===== config.mk =====
export PLATFORM = sky130hd
export DESIGN_NAME = psq_rail_sequencer
export DESIGN_NICKNAME = d
export VERILOG_FILES = /design/src/rtl/psq_pkg.sv /design/src/rtl/psq_dag_check.sv /design/src/rtl/psq_hop_timer.sv /design/src/rtl/psq_teardown_pick.sv /design/src/rtl/psq_rail_sequencer.sv
export SDC_FILE = /design/constraint.sdc
export NUM_CORES = 1
export LEC_CHECK = 0
export BUFFER_PORTS_ARGS = -buffer_cell sky130_fd_sc_hd__buf_2
export CAP_MARGIN = 30
export CORE_ASPECT_RATIO = 0.5
export CORE_MARGIN = 2
export CORE_UTILIZATION = 40
export DETAILED_ROUTE_END_ITERATION = 8
export HOLD_SLACK_MARGIN = 0.03
export PLACE_DENSITY = 0.63
export RECOVER_POWER = 50
export SLEW_MARGIN = 30
export SYNTH_ARGS = -nofsm -noshare
export SYNTH_HDL_FRONTEND = slang
export SYNTH_HIERARCHICAL = 1
export SYNTH_SLANG_ARGS = --single-unit

===== constraint.sdc =====
create_clock -name clk -period 3.4 [get_ports clk]
set_input_delay 0.51 -clock clk [delete_from_list [all_inputs] [get_ports clk]]
set_output_delay 0.51 -clock clk [all_outputs]
set_load 0.05 [all_outputs]

===== src/rtl/psq_pkg.sv =====
package psq_pkg;
  typedef enum logic [1:0] {
    PSQ_IDLE = 2'd0,
    PSQ_RUN  = 2'd1,
    PSQ_SHUT = 2'd2,
    PSQ_HOLD = 2'd3
  } psq_state_e;
endpackage


===== src/rtl/psq_dag_check.sv =====
module psq_dag_check #(
  parameter int N_RAILS = 4
) (
  input  logic [N_RAILS*N_RAILS-1:0] dep_mask_i,
  output logic                       loop_o
);
  localparam int NN = N_RAILS * N_RAILS;

  // Transitive closure by repeated relaxation; a set diagonal bit is a loop.
  function automatic logic has_loop(input logic [NN-1:0] m);
    logic [NN-1:0] reach;
    logic [NN-1:0] grow;
    logic          hit;
    reach = m;
    for (int k = 0; k < N_RAILS; k++) begin
      grow = reach;
      for (int i = 0; i < N_RAILS; i++) begin
        for (int j = 0; j < N_RAILS; j++) begin
          if (reach[i*N_RAILS+j]) grow[i*N_RAILS +: N_RAILS] = grow[i*N_RAILS +: N_RAILS] | m[j*N_RAILS +: N_RAILS];
        end
      end
      reach = grow;
    end
    hit = 1'b0;
    for (int i = 0; i < N_RAILS; i++) hit = hit | reach[i*N_RAILS+i];
    return hit;
  endfunction

  assign loop_o = has_loop(dep_mask_i);
endmodule


===== src/rtl/psq_hop_timer.sv =====
module psq_hop_timer #(
  parameter int DLY_W = 8
) (
  input  logic             clk,
  input  logic             rst_n,
  input  logic             run_i,
  input  logic             ready_i,
  input  logic             enabled_i,
  input  logic [DLY_W-1:0] dly_i,
  output logic             fire_o
);
  logic [DLY_W-1:0] cnt_q;

  assign fire_o = run_i & ready_i & ~enabled_i & (cnt_q == dly_i);

  always_ff @(posedge clk or negedge rst_n) begin
    if (!rst_n) begin
      cnt_q <= '0;
    end else if (!run_i || !ready_i || enabled_i) begin
      cnt_q <= '0;
    end else if (cnt_q != dly_i) begin
      cnt_q <= cnt_q + DLY_W'(1);
    end
  end
endmodule


===== src/rtl/psq_teardown_pick.sv =====
module psq_teardown_pick #(
  parameter int N_RAILS = 4,
  parameter int IDX_W   = 2
) (
  input  logic [N_RAILS-1:0]         en_i,
  input  logic [N_RAILS*N_RAILS-1:0] dep_mask_i,
  output logic [IDX_W-1:0]           victim_o,
  output logic                       any_o
);
  // Highest-index enabled rail with no enabled dependent.
  function automatic logic [IDX_W:0] pick(input logic [N_RAILS-1:0] en,
                                          input logic [N_RAILS*N_RAILS-1:0] m);
    logic [IDX_W:0] res;
    logic           held;
    res = '0;
    for (int i = 0; i < N_RAILS; i++) begin
      held = 1'b0;
      for (int j = 0; j < N_RAILS; j++) held = held | (en[j] & m[j*N_RAILS+i]);
      if (en[i] && !held) res = {1'b1, IDX_W'(i)};
    end
    return res;
  endfunction

  logic [IDX_W:0] pick_w;
  assign pick_w   = pick(en_i, dep_mask_i);
  assign victim_o = pick_w[IDX_W-1:0];
  assign any_o    = pick_w[IDX_W];
endmodule


===== src/rtl/psq_rail_sequencer.sv =====
module psq_rail_sequencer
  import psq_pkg::*;
#(
  parameter int N_RAILS = 4,
  parameter int DLY_W   = 8,
  parameter int GAP_W   = 6,
  localparam int IDX_W  = (N_RAILS > 1) ? $clog2(N_RAILS) : 1
) (
  input  logic                       clk,
  input  logic                       rst_n,
  input  logic                       sys_ok_i,
  input  logic                       ov_kill_i,
  input  logic [N_RAILS-1:0]         pg_i,
  input  logic [N_RAILS*N_RAILS-1:0] dep_mask_i,
  input  logic [N_RAILS*DLY_W-1:0]   hop_dly_i,
  input  logic [GAP_W-1:0]           down_gap_i,
  output logic [N_RAILS-1:0]         en_o,
  output logic                       seq_done_o,
  output logic [IDX_W-1:0]           pend_idx_o,
  output logic                       cfg_err_o
);
  psq_state_e         state_q;
  logic [N_RAILS-1:0] en_q;
  logic [N_RAILS-1:0] seen_q;
  logic [GAP_W-1:0]   gap_q;

  logic [N_RAILS-1:0] dep_ok_w;
  logic [N_RAILS-1:0] fire_w;
  logic               loop_w;
  logic               kill_w;
  logic               run_w;
  logic               shut_w;
  logic               fault_w;
  logic               hop_run_w;
  logic [IDX_W-1:0]   victim_w;
  logic               victim_vld_w;

  psq_dag_check #(.N_RAILS(N_RAILS)) u_dag (
    .dep_mask_i (dep_mask_i),
    .loop_o     (loop_w)
  );

  assign kill_w    = ov_kill_i | loop_w;
  assign run_w     = (state_q == PSQ_RUN);
  assign shut_w    = (state_q == PSQ_SHUT);
  assign fault_w   = run_w & (~sys_ok_i | (|(seen_q & ~pg_i)));
  assign hop_run_w = run_w & ~fault_w & ~kill_w;

  for (genvar g = 0; g < N_RAILS; g++) begin : g_rail
    assign dep_ok_w[g] = &(~dep_mask_i[g*N_RAILS +: N_RAILS] | (pg_i & en_q));

    psq_hop_timer #(.DLY_W(DLY_W)) u_hop (
      .clk       (clk),
      .rst_n     (rst_n),
      .run_i     (hop_run_w),
      .ready_i   (dep_ok_w[g]),
      .enabled_i (en_q[g]),
      .dly_i     (hop_dly_i[g*DLY_W +: DLY_W]),
      .fire_o    (fire_w[g])
    );
  end

  psq_teardown_pick #(.N_RAILS(N_RAILS), .IDX_W(IDX_W)) u_pick (
    .en_i       (en_q),
    .dep_mask_i (dep_mask_i),
    .victim_o   (victim_w),
    .any_o      (victim_vld_w)
  );

  function automatic logic [IDX_W-1:0] first_clear(input logic [N_RAILS-1:0] s);
    logic [IDX_W-1:0] idx;
    idx = '0;
    for (int i = N_RAILS-1; i >= 0; i--) begin
      if (!s[i]) idx = IDX_W'(i);
    end
    return idx;
  endfunction

  always_ff @(posedge clk or negedge rst_n) begin
    if (!rst_n) begin
      state_q <= PSQ_IDLE;
      en_q    <= '0;
      seen_q  <= '0;
      gap_q   <= '0;
    end else if (kill_w) begin
      state_q <= PSQ_HOLD;
      en_q    <= '0;
      seen_q  <= '0;
      gap_q   <= '0;
    end else begin
      unique case (state_q)
        PSQ_IDLE: if (sys_ok_i) state_q <= PSQ_RUN;
        PSQ_HOLD: if (!sys_ok_i) state_q <= PSQ_IDLE;
        PSQ_RUN: begin
          if (fault_w) begin
            state_q <= PSQ_SHUT;
            seen_q  <= '0;
            gap_q   <= '0;
          end else begin
            en_q   <= en_q | fire_w;
            seen_q <= seen_q | (en_q & pg_i);
          end
        end
        PSQ_SHUT: begin
          if (!victim_vld_w) begin
            state_q <= PSQ_HOLD;
          end else if (gap_q == '0) begin
            en_q  <= en_q & ~({{(N_RAILS-1){1'b0}}, 1'b1} << victim_w);
            gap_q <= down_gap_i;
          end else begin
            gap_q <= gap_q - GAP_W'(1);
          end
        end
        default: state_q <= PSQ_IDLE;
      endcase
    end
  end

  assign en_o       = en_q & ~{N_RAILS{kill_w}};
  assign seq_done_o = run_w & (&seen_q) & ~kill_w;
  assign pend_idx_o = (run_w && !(&seen_q)) ? first_clear(seen_q) : '0;
  assign cfg_err_o  = loop_w;
endmodule


==> qor_table.md <==
| Group | Parameter | Reported |
| --- | --- | --- |
| outcome | Run status | finished, violations left |
| outcome | Failing checks | capacitance limit, slew limit |
| place | Weighted congestion reported at the end of routability-driven placement | 0.874 |
| critical path | Buffering stage count on the worst path with inverters included | 3 |
| critical path | Arrival time worst endpoint | 2.75 ns |
| clock tree | CTS tree | yes |
| clock tree | Number of gates resized after cts | 0 |
| cells and area | Fraction of final layout cells sized beyond drive strength 1 | 20.2% |
| clock tree | Clock sink total | 48 |
| sta | Slack of the critical path | 0.145 ns |
| sta | Final Hold Violating Endpoints | 0 |
| floorplan | Horizontal extent of the die | 143 um |
| global routing | Vias in the first global route | 3489 |
| route | Final antenna-violating net count | 0 |
| yosys | Average size of a mapped cell | 8.75 um2 |
| yosys | Total of warnings raised by yosys | 6 |
| route | Iteration count of the initial detailed-routing pass | 5 |
| sta | Clock tree skew after final layout | 0.00386 ns |
| route | Avg Vias per Cell | 5.75 |
| route | Sum of routed wire length over all layers | 9650 um |
| yosys | Register bit total from synthesis | 48 |
| critical path | Largest fanout on the critical path | 14 |
| global routing | Maximum number of pins on one net before global-route repair | 33 |
| place | Half-perimeter wire length of the detailed placement result | 7370 um |
| place | Dpl ws | -0.0611 ns |
| critical path | Most prevalent standard cell on the critical path | sky130_fd_sc_hd__buf_2 |
| clock tree | CTS Hold Bufs | 0 |
| yosys | Number of enable-type register cells in the synthesized netlist | 0 |
| hold path | Hold Path Stages | 3 |
| clock tree | Post-CTS setup buffers | 0 |
| yosys | Share of flip-flops with an asynchronous set or reset after synthesis | 100% |
| floorplan | Row Count | 25 |
| critical path | Critical-path cell list | buf_2, a221o_1, a21boi_0, o22ai_1, or4_4, nor2_4, buf_4, nand2_1, nor2_1, buf_2 |
| yosys | Netlist cell types | 64 |
| route | Number of vias in the routed layout | 3631 |
| clock tree | Later-pin clock latency in the skew report | 0.29 ns |
| critical path | Total stage count of the critical path | 10 |
| floorplan | Die Footprint | 0.0105 mm2 |
| sta | RSZ-0062 raised after global routing | false |
| route | Wire per inst | 15.3 um |
| cells and area | Area growth, synth to finish | 15.3% |
| global routing | Global-route congestion overflow total | 0 |
| critical path | Setup Crit Path Kind | input pin to primary output |
| route | Number of DRC markers after the initial detailed-route iteration | 363 |
| floorplan | Vertical extent of the die | 73.3 um |
| clock tree | Root Buffer Master | sky130_fd_sc_hd__clkbuf_16 |
| critical path | Highest-delay cell along the critical path | sky130_fd_sc_hd__or4_4 |
| hold path | Worst min-delay path class | input pin to flip-flop |
| yosys | Commonest register cell after synthesis | sky130_fd_sc_hd__dfrtp_1 |
| clock tree | H-tree levels | 2 |
| critical path | Worst reg-to-reg path cell count | 8 |
| pwr | Reported leakage power | 1.84 nW |
| critical path | Critical path endpoint category | primary output |
| critical path | Kind of cell with the highest combined delay on the critical path | simple AND/OR/NAND/NOR gates |
| job | MaxCap Viol Count | 1 |
| floorplan | Core Footprint | 0.00938 mm2 |
| place | Port bufs | 69 |
| critical path | Worst Setup Start Kind | input pin |
| floorplan | Effective utilization at floorplan | 40.9% |
| cells and area | Number of nets in the finished design | 584 |
| global routing | Initial antenna violation count | 0 |
| yosys | Sequential area share after synthesis | 31.3% |
| route | DRC errors left | 0 |
| pwr | Worst-case vdd ir drop | 0.000171 V |
| sta | Transition at the pin with the smallest max-transition slack | 1.75 ns |
| pwr | Total Power | 1.18 mW |
| cells and area | Antenna fix cells | 0 |
| sta | Final critical path time including I/O delays and setup | 3.26 ns |
| clock tree | Maximum clock insertion buffer count | 2 |
| sta | Final critical-path share of the clock period | 95.7% |
| sta | Number of setup violations in the final report | 0 |
| yosys | Net count after synthesis | 512 |
| global routing | First-pass GRT wire length | 16500 um |
| sta | Relative slew slack | -16.6% |
| floorplan | Top-level I/O count | 70 |
| pwr | Total power density per cell area | 266 mW/mm2 |
| critical path | Maximum single-stage delay on the critical path | 0.55 ns |
| sta | Fmax | 307 MHz |
| yosys | Post-synthesis instance area | 0.00384 mm2 |
| global routing | Global router's overall resource usage | 19.4% |
| clock tree | Inserted Clock Buffers | 5 |
| yosys | Syn Inst Count | 439 |
| sta | Count of final max-slew check failures | 33 |
| clock tree | CTS clk-pin slew, worst paths | 0.06 ns |
| critical path | Worst endpoint required time | 2.89 ns |
==> path summary, 6_finish.rpt <==
check | slack, ns | endpoint | startpoint
worst max-delay path | 0.14 | seq_done_o | dep_mask_i[9]
worst min-delay path | 0.51 | gap_q[2] | down_gap_i[2]
worst max register to register | 1.00 | en_q[2] | en_q[2]
worst min register to register | 0.56 | gap_q[5] | gap_q[5]
max in group asynchronous | 1.04 | g_rail[0].u_hop/cnt_q[3] | rst_n
min in group asynchronous | 0.67 | g_rail[3].u_hop/cnt_q[0] | rst_n
==> cell usage after synthesis, drive strengths merged, types with 11 or more instances <==
master	number	area share (%)
nand2	54	5.3
dfrtp	48	31
o21ai	33	4.3
xnor2	32	7.3
a21oi	28	3.6
mux2i	24	6.3
or3	21	3.4
nand3	15	2.3
nor3	14	1.8
nand4	12	2.1
ha	11	3.6
inv	11	1.1
nor2	11	1.3
==> worst register-to-register path, stage by stage (launching register included) <==
cell                       delay (ns)
sky130_fd_sc_hd__dfrtp_1         0.63
sky130_fd_sc_hd__nand2_1         0.24
sky130_fd_sc_hd__a22o_1          0.28
sky130_fd_sc_hd__a221oi_1        0.24
sky130_fd_sc_hd__nand2_1         0.12
sky130_fd_sc_hd__or2_4           0.27
sky130_fd_sc_hd__nor3_1          0.28
sky130_fd_sc_hd__a31oi_1         0.13
sky130_fd_sc_hd__a21oi_1         0.14
==> routing by layer <==
| layer | GRT usage [%] | vias up | wire length, um |
|---|---|---|---|
| li1 | - | 1799 | - |
| met1 | 27.6 | 1707 | 4760 |
| met2 | 31.1 | 118 | 4320 |
| met3 | 3.72 | 7 | 515 |
| met4 | 4.07 | 0 | 48 |
| met5 | 0 | - | 0 |
==> registers in the layout (all words and copies together) (netlist names) <==
signal              flops
g_rail.u_hop/cnt_q     32
gap_q                   6
en_q                    4
seen_q                  4
state_q                 2
==> power by group <==
group	internal, mW	switching [mW]	total (mW)
Combinational	0.0601	0.0749	0.135
Sequential	0.571	0.00000116	0.571
Clock	0.268	0.204	0.472
==> stage by stage <==
stage	TNS, ns	cells	cell area [um2]	hold slack [ns]	utilization (%)
final	0	632	4430	0.505	47.2
after global routing	0	632	4430	0.537	47.2
after CTS	0	632	4440	0.302	47.3
after detailed placement	-0.0749	625	4300	0.537	45.9
after global placement	-0.0106	625	4300	0.531	45.9
after floorplan	0	439	3850	0.214	-
==> cell usage in the layout (no fill, tap or decap), drive strengths merged, types with 12 or more instances in the layout <==
cell type | netlist | final
nand2 | 54 | 54
dfrtp | 48 | 48
mux2i | 24 | 24
a21oi | 28 | 28
xnor2 | 32 | 32
buf | 10 | 76
or3 | 21 | 21
nand3 | 15 | 15
nand4 | 12 | 12
o21ai | 33 | 33
nor3 | 14 | 14
==> final cells by class <==
type,instances,area (um2)
clock inverter,1,5.00
timing repair buffer,80,420
multi-input combinational,365,2480
tap,121,151
inverter,11,41.3
sequential,48,1200
fill,943,4950
clock buffer,6,129
==> cell families (layout without fill, tap and decap cells) <==
group / after synthesis / count (layout) / share of synthesized area, %
compound gates: 126 / 126 / 22.1
xor+xnor: 32 / 32 / 7.30
fa+ha+maj: 11 / 11 / 3.58
buf+inv: 26 / 98 / 4.50
flops: 48 / 48 / 31.3
mux: 24 / 24 / 6.25
simple gates: 172 / 172 / 25.0
No activity file was read; power rests on OpenSTA's default activity.
